### src/rtl/cof_trace_pkg.sv
package cof_trace_pkg;
  localparam int CPU_PC_W = 24;
  localparam int COP_PC_W = 16;
  localparam int ATTR_W   = 7;
  localparam int LINE_W   = 64;
  localparam int HALF_W   = LINE_W / 2;

  typedef enum logic [1:0] {
    TM_BOTH = 2'd0,
    TM_CPU  = 2'd1,
    TM_COP  = 2'd2,
    TM_DET  = 2'd3
  } trace_mode_e;
endpackage

### src/rtl/cof_trace_pack.sv
module cof_trace_pack
  import cof_trace_pkg::*;
(
  input  trace_mode_e          mode,
  input  logic                 cpu_cof,
  input  logic [CPU_PC_W-1:0]  cpu_pc,
  input  logic [ATTR_W-1:0]    cpu_attr,
  input  logic                 cop_cof,
  input  logic [COP_PC_W-1:0]  cop_pc,
  input  logic [ATTR_W-1:0]    cop_attr,
  input  logic                 acc_vld,
  input  logic                 acc_rd,
  input  logic                 acc_word,
  input  logic                 det_src,
  input  logic [CPU_PC_W-1:0]  acc_cpu_addr,
  input  logic [COP_PC_W-1:0]  acc_cop_addr,
  input  logic [15:0]          acc_data,
  output logic                 ev,
  output logic                 single,
  output logic [HALF_W-1:0]    ent_half,
  output logic [LINE_W-1:0]    ent_line
);
  logic [7:0] data_hi;
  logic [7:0] det_info;

  // lower-address byte goes to buffer byte 3 only for word accesses
  assign data_hi  = acc_word ? acc_data[15:8] : 8'h00;
  assign det_info = {acc_rd, acc_word, det_src, 5'b00000};

  always_comb begin
    ev       = 1'b0;
    single   = 1'b0;
    ent_half = '0;
    ent_line = '0;
    unique case (mode)
      TM_BOTH: begin
        ev       = cpu_cof | cop_cof;
        ent_line = {cop_cof, cop_attr, 8'h00, cop_pc, cpu_cof, cpu_attr, cpu_pc};
      end
      TM_CPU: begin
        ev       = cpu_cof;
        single   = 1'b1;
        ent_half = {1'b1, cpu_attr, cpu_pc};
      end
      TM_COP: begin
        ev       = cop_cof;
        single   = 1'b1;
        ent_half = {8'h00, 1'b1, cop_attr, cop_pc};
      end
      TM_DET: begin
        ev       = acc_vld;
        ent_line = {det_info, acc_cpu_addr, data_hi, acc_data[7:0], acc_cop_addr};
      end
      default: ;
    endcase
  end
endmodule

### src/rtl/cof_trace_ctr.sv
module cof_trace_ctr #(
  parameter int DEPTH = 64,
  localparam int LW   = $clog2(DEPTH)
) (
  input  logic          clk,
  input  logic          rst_n,
  input  logic          ev,
  input  logic          single,
  input  logic          flush_req,
  input  logic          wrap_en,
  output logic [LW-1:0] line_q,
  output logic          half_q,
  output logic          full_q,
  output logic          wr_en,
  output logic          wr_flush,
  output logic          hold_ld
);
  localparam logic [LW-1:0] LAST = LW'(DEPTH - 1);

  logic [LW-1:0] line_n;
  logic          half_n;
  logic          full_n;
  logic          blocked;
  logic          accept;
  logic          advance;

  assign blocked = full_q & ~wrap_en;
  assign accept  = ev & ~blocked;

  always_comb begin
    line_n   = line_q;
    half_n   = half_q;
    full_n   = full_q;
    wr_en    = 1'b0;
    wr_flush = 1'b0;
    hold_ld  = 1'b0;
    advance  = 1'b0;
    if (accept) begin
      if (single && !half_q) begin
        hold_ld = 1'b1;
        half_n  = 1'b1;
      end else begin
        wr_en   = 1'b1;
        half_n  = 1'b0;
        advance = 1'b1;
      end
    end else if (flush_req && half_q) begin
      wr_en    = 1'b1;
      wr_flush = 1'b1;
    end
    if (advance) begin
      if (line_q == LAST) begin
        full_n = 1'b1;
        line_n = wrap_en ? '0 : line_q;
      end else begin
        line_n = line_q + 1'b1;
      end
    end
  end

  always_ff @(posedge clk or negedge rst_n) begin
    if (!rst_n) begin
      line_q <= '0;
      half_q <= 1'b0;
      full_q <= 1'b0;
    end else begin
      line_q <= line_n;
      half_q <= half_n;
      full_q <= full_n;
    end
  end
endmodule

### src/rtl/cof_trace_ram.sv
module cof_trace_ram #(
  parameter int DEPTH  = 64,
  parameter int WIDTH  = 64,
  localparam int AW    = $clog2(DEPTH)
) (
  input  logic             clk,
  input  logic             rst_n,
  input  logic             we,
  input  logic [AW-1:0]    waddr,
  input  logic [WIDTH-1:0] wdata,
  input  logic             re,
  input  logic [AW-1:0]    raddr,
  output logic [WIDTH-1:0] rdata
);
  logic [WIDTH-1:0] mem [DEPTH];

  always_ff @(posedge clk) begin
    if (we) mem[waddr] <= wdata;
  end

  always_ff @(posedge clk or negedge rst_n) begin
    if (!rst_n)  rdata <= '0;
    else if (re) rdata <= mem[raddr];
  end
endmodule

### src/rtl/cof_trace_buf.sv
module cof_trace_buf
  import cof_trace_pkg::*;
#(
  parameter int DEPTH = 64,
  localparam int LW   = $clog2(DEPTH)
) (
  input  logic                clk,
  input  logic                rst_n,
  input  logic                trace_en,
  input  logic [1:0]          mode,
  input  logic                wrap_en,
  input  logic                cpu_cof,
  input  logic [CPU_PC_W-1:0] cpu_pc,
  input  logic [ATTR_W-1:0]   cpu_attr,
  input  logic                cop_cof,
  input  logic [COP_PC_W-1:0] cop_pc,
  input  logic [ATTR_W-1:0]   cop_attr,
  input  logic                acc_vld,
  input  logic                acc_rd,
  input  logic                acc_word,
  input  logic                det_src,
  input  logic [CPU_PC_W-1:0] acc_cpu_addr,
  input  logic [COP_PC_W-1:0] acc_cop_addr,
  input  logic [15:0]         acc_data,
  input  logic                rd_en,
  input  logic [LW-1:0]       rd_addr,
  output logic [LINE_W-1:0]   rd_data,
  output logic [LW:0]         cnt_o,
  output logic                full_o
);
  logic              rst_meta, rst_q;
  logic              trace_q;
  logic              ev, single, flush_req;
  logic [HALF_W-1:0] ent_half, hold_q;
  logic [LINE_W-1:0] ent_line, wr_data;
  logic [LW-1:0]     line_q;
  logic              half_q, full_q;
  logic              wr_en, wr_flush, hold_ld;
  logic              cpu_cof_g, cop_cof_g, acc_vld_g;

  always_ff @(posedge clk or negedge rst_n) begin
    if (!rst_n) begin
      rst_meta <= 1'b0;
      rst_q    <= 1'b0;
    end else begin
      rst_meta <= 1'b1;
      rst_q    <= rst_meta;
    end
  end

  assign cpu_cof_g = cpu_cof & trace_en;
  assign cop_cof_g = cop_cof & trace_en;
  assign acc_vld_g = acc_vld & trace_en;

  cof_trace_pack u_pack (
    .mode         (trace_mode_e'(mode)),
    .cpu_cof      (cpu_cof_g),
    .cpu_pc       (cpu_pc),
    .cpu_attr     (cpu_attr),
    .cop_cof      (cop_cof_g),
    .cop_pc       (cop_pc),
    .cop_attr     (cop_attr),
    .acc_vld      (acc_vld_g),
    .acc_rd       (acc_rd),
    .acc_word     (acc_word),
    .det_src      (det_src),
    .acc_cpu_addr (acc_cpu_addr),
    .acc_cop_addr (acc_cop_addr),
    .acc_data     (acc_data),
    .ev           (ev),
    .single       (single),
    .ent_half     (ent_half),
    .ent_line     (ent_line)
  );

  always_ff @(posedge clk or negedge rst_q) begin
    if (!rst_q) trace_q <= 1'b0;
    else        trace_q <= trace_en;
  end
  assign flush_req = trace_q & ~trace_en;

  cof_trace_ctr #(.DEPTH(DEPTH)) u_ctr (
    .clk       (clk),
    .rst_n     (rst_q),
    .ev        (ev),
    .single    (single),
    .flush_req (flush_req),
    .wrap_en   (wrap_en),
    .line_q    (line_q),
    .half_q    (half_q),
    .full_q    (full_q),
    .wr_en     (wr_en),
    .wr_flush  (wr_flush),
    .hold_ld   (hold_ld)
  );

  always_ff @(posedge clk or negedge rst_q) begin
    if (!rst_q)       hold_q <= '0;
    else if (hold_ld) hold_q <= ent_half;
  end

  always_comb begin
    if (wr_flush)    wr_data = {{HALF_W{1'b0}}, hold_q};
    else if (single) wr_data = {ent_half, hold_q};
    else             wr_data = ent_line;
  end

  cof_trace_ram #(.DEPTH(DEPTH), .WIDTH(LINE_W)) u_ram (
    .clk   (clk),
    .rst_n (rst_q),
    .we    (wr_en),
    .waddr (line_q),
    .wdata (wr_data),
    .re    (rd_en),
    .raddr (rd_addr),
    .rdata (rd_data)
  );

  assign cnt_o  = {line_q, half_q};
  assign full_o = full_q;
endmodule

### config.mk
export PLATFORM = sky130hd
export DESIGN_NAME = cof_trace_buf
export DESIGN_NICKNAME = d
export VERILOG_FILES = /design/src/rtl/cof_trace_pkg.sv /design/src/rtl/cof_trace_pack.sv /design/src/rtl/cof_trace_ctr.sv /design/src/rtl/cof_trace_ram.sv /design/src/rtl/cof_trace_buf.sv
export SDC_FILE = /design/constraint.sdc
export NUM_CORES = 2
export LEC_CHECK = 0
export BUFFER_PORTS_ARGS = -buffer_cell sky130_fd_sc_hd__buf_2
export CAP_MARGIN = 30
export CORE_UTILIZATION = 40
export DETAILED_ROUTE_END_ITERATION = 6
export PLACE_DENSITY_LB_ADDON = 0.1
export REMOVE_ABC_BUFFERS = 1
export SYNTH_ARGS = -nofsm -noshare
export SYNTH_HDL_FRONTEND = slang
export SYNTH_SLANG_ARGS = --single-unit
### constraint.sdc
create_clock -name clk -period 4.8 [get_ports clk]
set_clock_uncertainty 0.2 [all_clocks]
set_input_delay 0.48 -clock clk [delete_from_list [all_inputs] [get_ports clk]]
set_output_delay 0.48 -clock clk [all_outputs]
set_load 0.005 [all_outputs]
# Yosys cells after proc, flatten, opt, wreduce, memory -nomap -nowiden
# Memories as Yosys holds them, arrays and structs flattened. A register that Yosys moved wholly into a read port is not among the register bits.
# Cells that the tools add are included.
[op_classes]
n_addsub = 1
eq_ne = 5
muxes = 18
bitwise = 10
reduce_logical = 8
[op_table]
columns = ["cell", "n"]
rows = [
  ["$mux W64", 2],
  ["$pmux W64 S2", 1],
  ["$pmux W32 S2", 1],
  ["$mux W6", 2],
  ["$mux W1", 10],
  ["$mux W8", 1],
  ["$add A6 B1 Y6 const B", 1],
  ["$and A1 B1 Y1", 6],
  ["$eq A6 B6 Y1 const B", 1],
  ["$eq A2 B2 Y1 const B", 2],
  ["$pmux W1 S4", 1],
  ["$reduce_and A2 Y1", 2],
  ["$not A1 Y1", 3],
  ["$eq A2 B1 Y1 const B", 1],
  ["$logic_and A1 B1 Y1", 2],
  ["$logic_not A1 Y1", 2],
  ["$logic_not A2 Y1", 1],
  ["$ne A2 B2 Y1 const B", 1],
  ["$reduce_or A2 Y1", 1],
  ["$or A1 B1 Y1", 1],
]
[totals]
reg_bits = 43
ramBits = 4096
input_bits = 129
output_inout_bits = 72
wordCells = 50
memories = 1
[memory_table]
columns = ["name", "depth", "word_bits", "read_ports", "rd_ports_with_merged_regs", "write_ports", "line", "rtl"]
rows = [
  ["u_ram.mem", 64, 64, 1, 1, 1, "cof_trace_ram.sv:15", "logic [WIDTH-1:0] mem [DEPTH];"],
]

# Logic depth before layout (Yosys ltp)
[depth]
ltp_word = 8
depth_mapped = 10
mapped_depth_nobuf = 7

# By module
# Synthesis repeated with hierarchy kept, for this count alone.
[unflattened]
hier_cells = 7757
area_unflattened_um2 = 161787.7
[by_module_without_submodules]
columns = ["mod", "instances", "cells_per_inst", "area_per_inst_um2", "seq_area_each_um2"]
rows = [
  ["cof_trace_ram", 1, 7394, 157956.5, 124599.5],
  ["cof_trace_buf", 1, 185, 2346.0, 875.8],
  ["cof_trace_pack", 1, 132, 1043.5, 0.0],
  ["cof_trace_ctr", 1, 46, 441.7, 200.2],
]

# Least setup slack after synthesis
# OpenSTA, ideal clock, no wires.
[synth_path]
path_type = "input-to-reg"
startpoint = "input port mode[0]"
endpoint = "memory u_ram.mem[59][0], enable pin"
setup_ps = 487
arrival_ps = 4541
required_ps = 4113
path_slack_ps = -428
cell_stages = 7
path_buffers = 0
cell_sequence = "inv_1 > ha_1 > nand2b_1 > o221ai_1 > o32ai_2 > nand4b_1 > nor2_1"
[synth_between]
elab_chain_len = 8
word_cells_on_any_way = 13
classes_between = "eq/ne (3); mux (6); bitwise (1); reduce/logical (3)"
[synth_lines]
columns = ["item", "line", "rtl"]
rows = [
  ["start, declared", "cof_trace_buf.sv:10", "input logic [1:0] mode,"],
  ["$eq A2 B1 Y1 / $eq A2 B2 Y1 (equally long branches)", "cof_trace_pack.sv:35", "unique case (mode)"],
  ["$reduce_or A2 Y1 (no line)", "n/a", ""],
  ["$mux W1", "cof_trace_pack.sv:35", ""],
  ["$logic_and A1 B1 Y1", "cof_trace_ctr.sv:39", "if (single && !half_q) begin"],
  ["$mux W1", "cof_trace_ctr.sv:39", ""],
  ["$mux W1 (*)", "cof_trace_ctr.sv:38", "if (accept) begin"],
  ["$mux W1 (*)", "cof_trace_ram.sv:18", "if (we) mem[waddr] <= wdata;"],
  ["$mux W1 (implied by the code) (*)", "cof_trace_ram.sv:18", ""],
  ["end, declared", "cof_trace_ram.sv:15", ""],
]
# Mark *: on every way between the ends. The rest lies on a longest branch, timed or not.

# Final worst setup path
[layout_path]
startpoint = "input port cpu_cof"
endpoint = "memory u_ram.mem[14][5], enable pin"
[layout_between]
elab_chain_len = 7
[layout_lines]
columns = ["item", "line", "rtl"]
rows = [
  ["start, declared", "cof_trace_buf.sv:12", "input logic cpu_cof,"],
  ["$and A1 B1 Y1 (*)", "cof_trace_buf.sv:51", "assign cpu_cof_g = cpu_cof & trace_en;"],
  ["$or A1 B1 Y1", "cof_trace_pack.sv:37", "ev = cpu_cof | cop_cof;"],
  ["$pmux W1 S4 (*)", "cof_trace_pack.sv:35", ""],
  ["$and A1 B1 Y1 (*)", "cof_trace_ctr.sv:28", "assign accept = ev & ~blocked;"],
  ["$mux W1 (*)", "cof_trace_ctr.sv:38", ""],
  ["$mux W1 (*)", "cof_trace_ram.sv:18", ""],
  ["$mux W1 (implied by the code) (*)", "cof_trace_ram.sv:18", ""],
]
# Marked as above.

==> flow_summary.json <==
{
  "critical_path_arrival_ps": 3820,
  "root_buffer": "sky130_fd_sc_hd__clkbuf_16",
  "critPathMaxFanout": 41,
  "hpwl_um": 327000,
  "peakVddDrop_mv": 0.333,
  "hp-class": "register to asynchronous set/reset pin",
  "fin_crit_ps": 3400,
  "final.fill_count": 33485,
  "total_leakage_power_uw": 0.0631,
  "drc_errors": 0,
  "worst_skew_pair.late_latency_ps": 1020,
  "post_synth_num_cell_types": 51,
  "vias_in_the_first_global_route": 84963,
  "rsz0062_at_grt": "no",
  "final_hold_viol_count": 0,
  "terminus_of_the_critical_flop_to_flop_path": "u_ram.mem[14][5]",
  "area_share_of_the_leading_cell_type_in_the_synthesized_netlist": 0.762,
  "critical_path_buf_inv_count": 4,
  "most_frequent_cell_after_synthesis": "sky130_fd_sc_hd__edfxtp_1",
  "netlist_top_cells_count": "sky130_fd_sc_hd__edfxtp_1, sky130_fd_sc_hd__mux2i_1, sky130_fd_sc_hd__mux4_2",
  "synth.avg_cell_area_um2": 19.9,
  "aggregate_routed_wire_length_um": 528000,
  "ys_seq_elements": 4203,
  "htree_levels": 5,
  "final-max-slew-violation-count": 0,
  "initial_core_util": 0.403,
  "finalNetCount": 8925,
  "synthesis.area_mm2": 0.161,
  "max_stage_delay_ps": 830,
  "gr-usage-all-layers": 0.256,
  "placed_area_mm2": 0.174,
  "detail-route-antenna-nets": 0,
  "power_density_mw_per_mm2": 438,
  "critical_path_cell_with_the_highest_stage_delay": "sky130_fd_sc_hd__nor2_4",
  "fraction_of_the_yosys_area_taken_by_sequential_cells": 0.778,
  "core_area_mm2": 0.401,
  "cts_tree": "done",
  "clk_transition_reported_paths_ps": 60,
  "design.portCount": 201,
  "critPathTopFamily": "buffers and inverters",
  "place_congestion": 0.828,
  "clk_path_buf_depth": 4,
  "share_of_flip_flops_with_an_asynchronous_set_or_reset_after_synthesis": 0.0255,
  "startpoint_type": "input pin",
  "layout-area-overhead-vs-synth_pct": 16.9,
  "clock_sink_count": 4203,
  "global_route.overflow_total": 0,
  "grt_max_degree": 71,
  "reg2regPathDepth": 7,
  "synth_largest_area_cell": "sky130_fd_sc_hd__edfxtp_1",
  "synthTopCellsByArea": "sky130_fd_sc_hd__edfxtp_1, sky130_fd_sc_hd__mux4_2, sky130_fd_sc_hd__mux2i_1, sky130_fd_sc_hd__a22oi_1, sky130_fd_sc_hd__dfrtp_1",
  "grt_first_pass_wirelength_um": 719000,
  "placementRows": 232,
  "synth-edff-count": 4096,
  "r2r_setup_slack_ps": 1420,
  "detail_route.wl_per_cell_um": 36.6,
  "floorplan.die.height_um": 637,
  "setup_viol": 0,
  "worst-setup-path-type": "input pin to register",
  "first_pass_iters": 5,
  "share_of_the_clock_period_used_by_the_worst_path_after_layout": 0.708,
  "antenna_found_initial": 20,
  "synthCells": 8114,
  "post_cts_resized": 0,
  "numCtsBuffers": 442,
  "via_count": 85284,
  "slew_headroom": 0.252,
  "max_cap_viol_count": 0,
  "final-seq-area_mm2": 0.126,
  "worst_setup_path_end_kind": "register",
  "multi_input_area_mm2": 0.0347,
  "proportion_of_layout_cells_with_a_drive_suffix_above_1": 0.218,
  "reg2reg_from": "u_ctr.full_q",
  "port-buffer-count": 200,
  "status": "completed",
  "die_w_um": 637,
  "design.die.area_mm2": 0.406,
  "dominantRegCellSynth": "sky130_fd_sc_hd__edfxtp_1",
  "cp.required_ps": 5220,
  "yosysWarningCount": 0,
  "drt_initial_violations": 9348,
  "transition_time_of_the_tightest_slew_check_pin_ps": 1120,
  "cp_cell_sequence": "dlygate4sd3_1, buf_2, nand2b_1, o221ai_1, o32ai_2, buf_4, nand3_1, nor2_4, buf_12",
  "fmax_mhz": 294,
  "vias_per_instance": 5.90,
  "p_total_uw": 82700,
  "finish.instance_area_mm2": 0.189,
  "utilization": 0.471
}
logic make-up after synthesis:
group | share of synthesized area
DFF | 0.778
muxes | 0.136
AOI/OAI and AO/OA | 0.0486
and+or+nand+nor | 0.0219
buffers and inverters | 0.0150
adders and majority gates | 0.000465
xor gates and xnor gates | 0.000109
other | 0.0000232
sequential cells by signal (all words and copies together), names as in the netlist:
name / count
u_ram.mem: 4096
u_ram.rdata: 64
hold_q: 32
u_ctr.line_q: 6
rst_meta: 1
rst_q: 1
trace_q: 1
u_ctr.full_q: 1
u_ctr.half_q: 1
cells in the final DEF (no fill, tap or decap), types with 64 or more instances in the layout:
cell type	Yosys	routed
sky130_fd_sc_hd__edfxtp_1	4096	4096
sky130_fd_sc_hd__mux2i_1	1020	1020
sky130_fd_sc_hd__o22ai_1	128	128
sky130_fd_sc_hd__dfrtp_1	107	106
sky130_fd_sc_hd__nand2_1	326	326
sky130_fd_sc_hd__nor3_1	64	64
sky130_fd_sc_hd__mux4_2	514	514
sky130_fd_sc_hd__buf_4	11	308
sky130_fd_sc_hd__nor2_1	211	135
sky130_fd_sc_hd__buf_2	201	197
sky130_fd_sc_hd__a22oi_1	437	437
sky130_fd_sc_hd__a221o_1	64	64
sky130_fd_sc_hd__o21ai_0	124	92
sky130_fd_sc_hd__clkbuf_16	0	446
sky130_fd_sc_hd__nand4_1	64	64
sky130_fd_sc_hd__buf_12	0	158
sky130_fd_sc_hd__nor2_4	1	77
sky130_fd_sc_hd__nand2b_1	69	66
sky130_fd_sc_hd__clkinv_1	0	72
sky130_fd_sc_hd__a21oi_1	73	68
sky130_fd_sc_hd__clkinv_2	0	87
sky130_fd_sc_hd__o221ai_1	65	65
sky130_fd_sc_hd__clkbuf_1	221	119
sky130_fd_sc_hd__a221oi_1	145	145
final cells by class:
type | count | share of cell area
clock inverters | 233 | 0.0123
repair buffers | 729 | 0.0387
diodes | 15 | 0.000199
multi-input cells | 3411 | 0.184
clock buffers | 597 | 0.0638
flip-flops and latches | 4203 | 0.666
well taps | 5265 | 0.0349
inverters | 3 | 0.0000597
how the worst max path moves through the flow:
stage,start,end,slack [ps],cells past startpoint
finish,cpu_cof,u_ram.mem[14][5],1400,9
global route,u_ctr.full_q,u_ram.mem[14][5],1300,7
CTS,u_ctr.half_q,u_ram.mem[19][61],1270,7
detailed placement,mode[0],u_ram.mem[19][43],330,11
global placement,mode[1],u_ram.mem[38][10],120,11
floorplan,rd_addr[0],u_ram.rdata[54],-1290,5
what timing repair did:
| action | 4_1_cts | 5_1_grt |
|---|---|---|
| endpoints found under the setup margin | 0 | 0 |
| buffers inserted | 0 | 0 |
| endpoints found under the hold margin | 53 | 0 |
| hold buffers | 53 | 0 |
where the power goes:
part           internal, uW  switching, uW  leakage (uW)
registers             41700            294        0.0388
logic                  1900           4890        0.0172
clock network         19500          14400       0.00702
total                 63100          19600        0.0631
through the flow:
step	instances	worst slack [ps]	hold WS (ps)	TNS [ps]
final	14456	1400	85.9	0
after global routing	14442	1300	47.0	0
after CTS	14436	1270	1.26	0
after detailed placement	13553	333	73.4	0
after global placement	13534	120	70.8	0
after floorplan	7617	-1290	-15.6	-7143480
routing by layer:
layer,track usage,up-vias,part of all wire
li1,-,35029,-
met1,0.347,46367,0.41
met2,0.424,3202,0.49
met3,0.0347,680,0.058
met4,0.0910,6,0.039
met5,0,-,0.000072
Power figures use the tool's default switching activity.
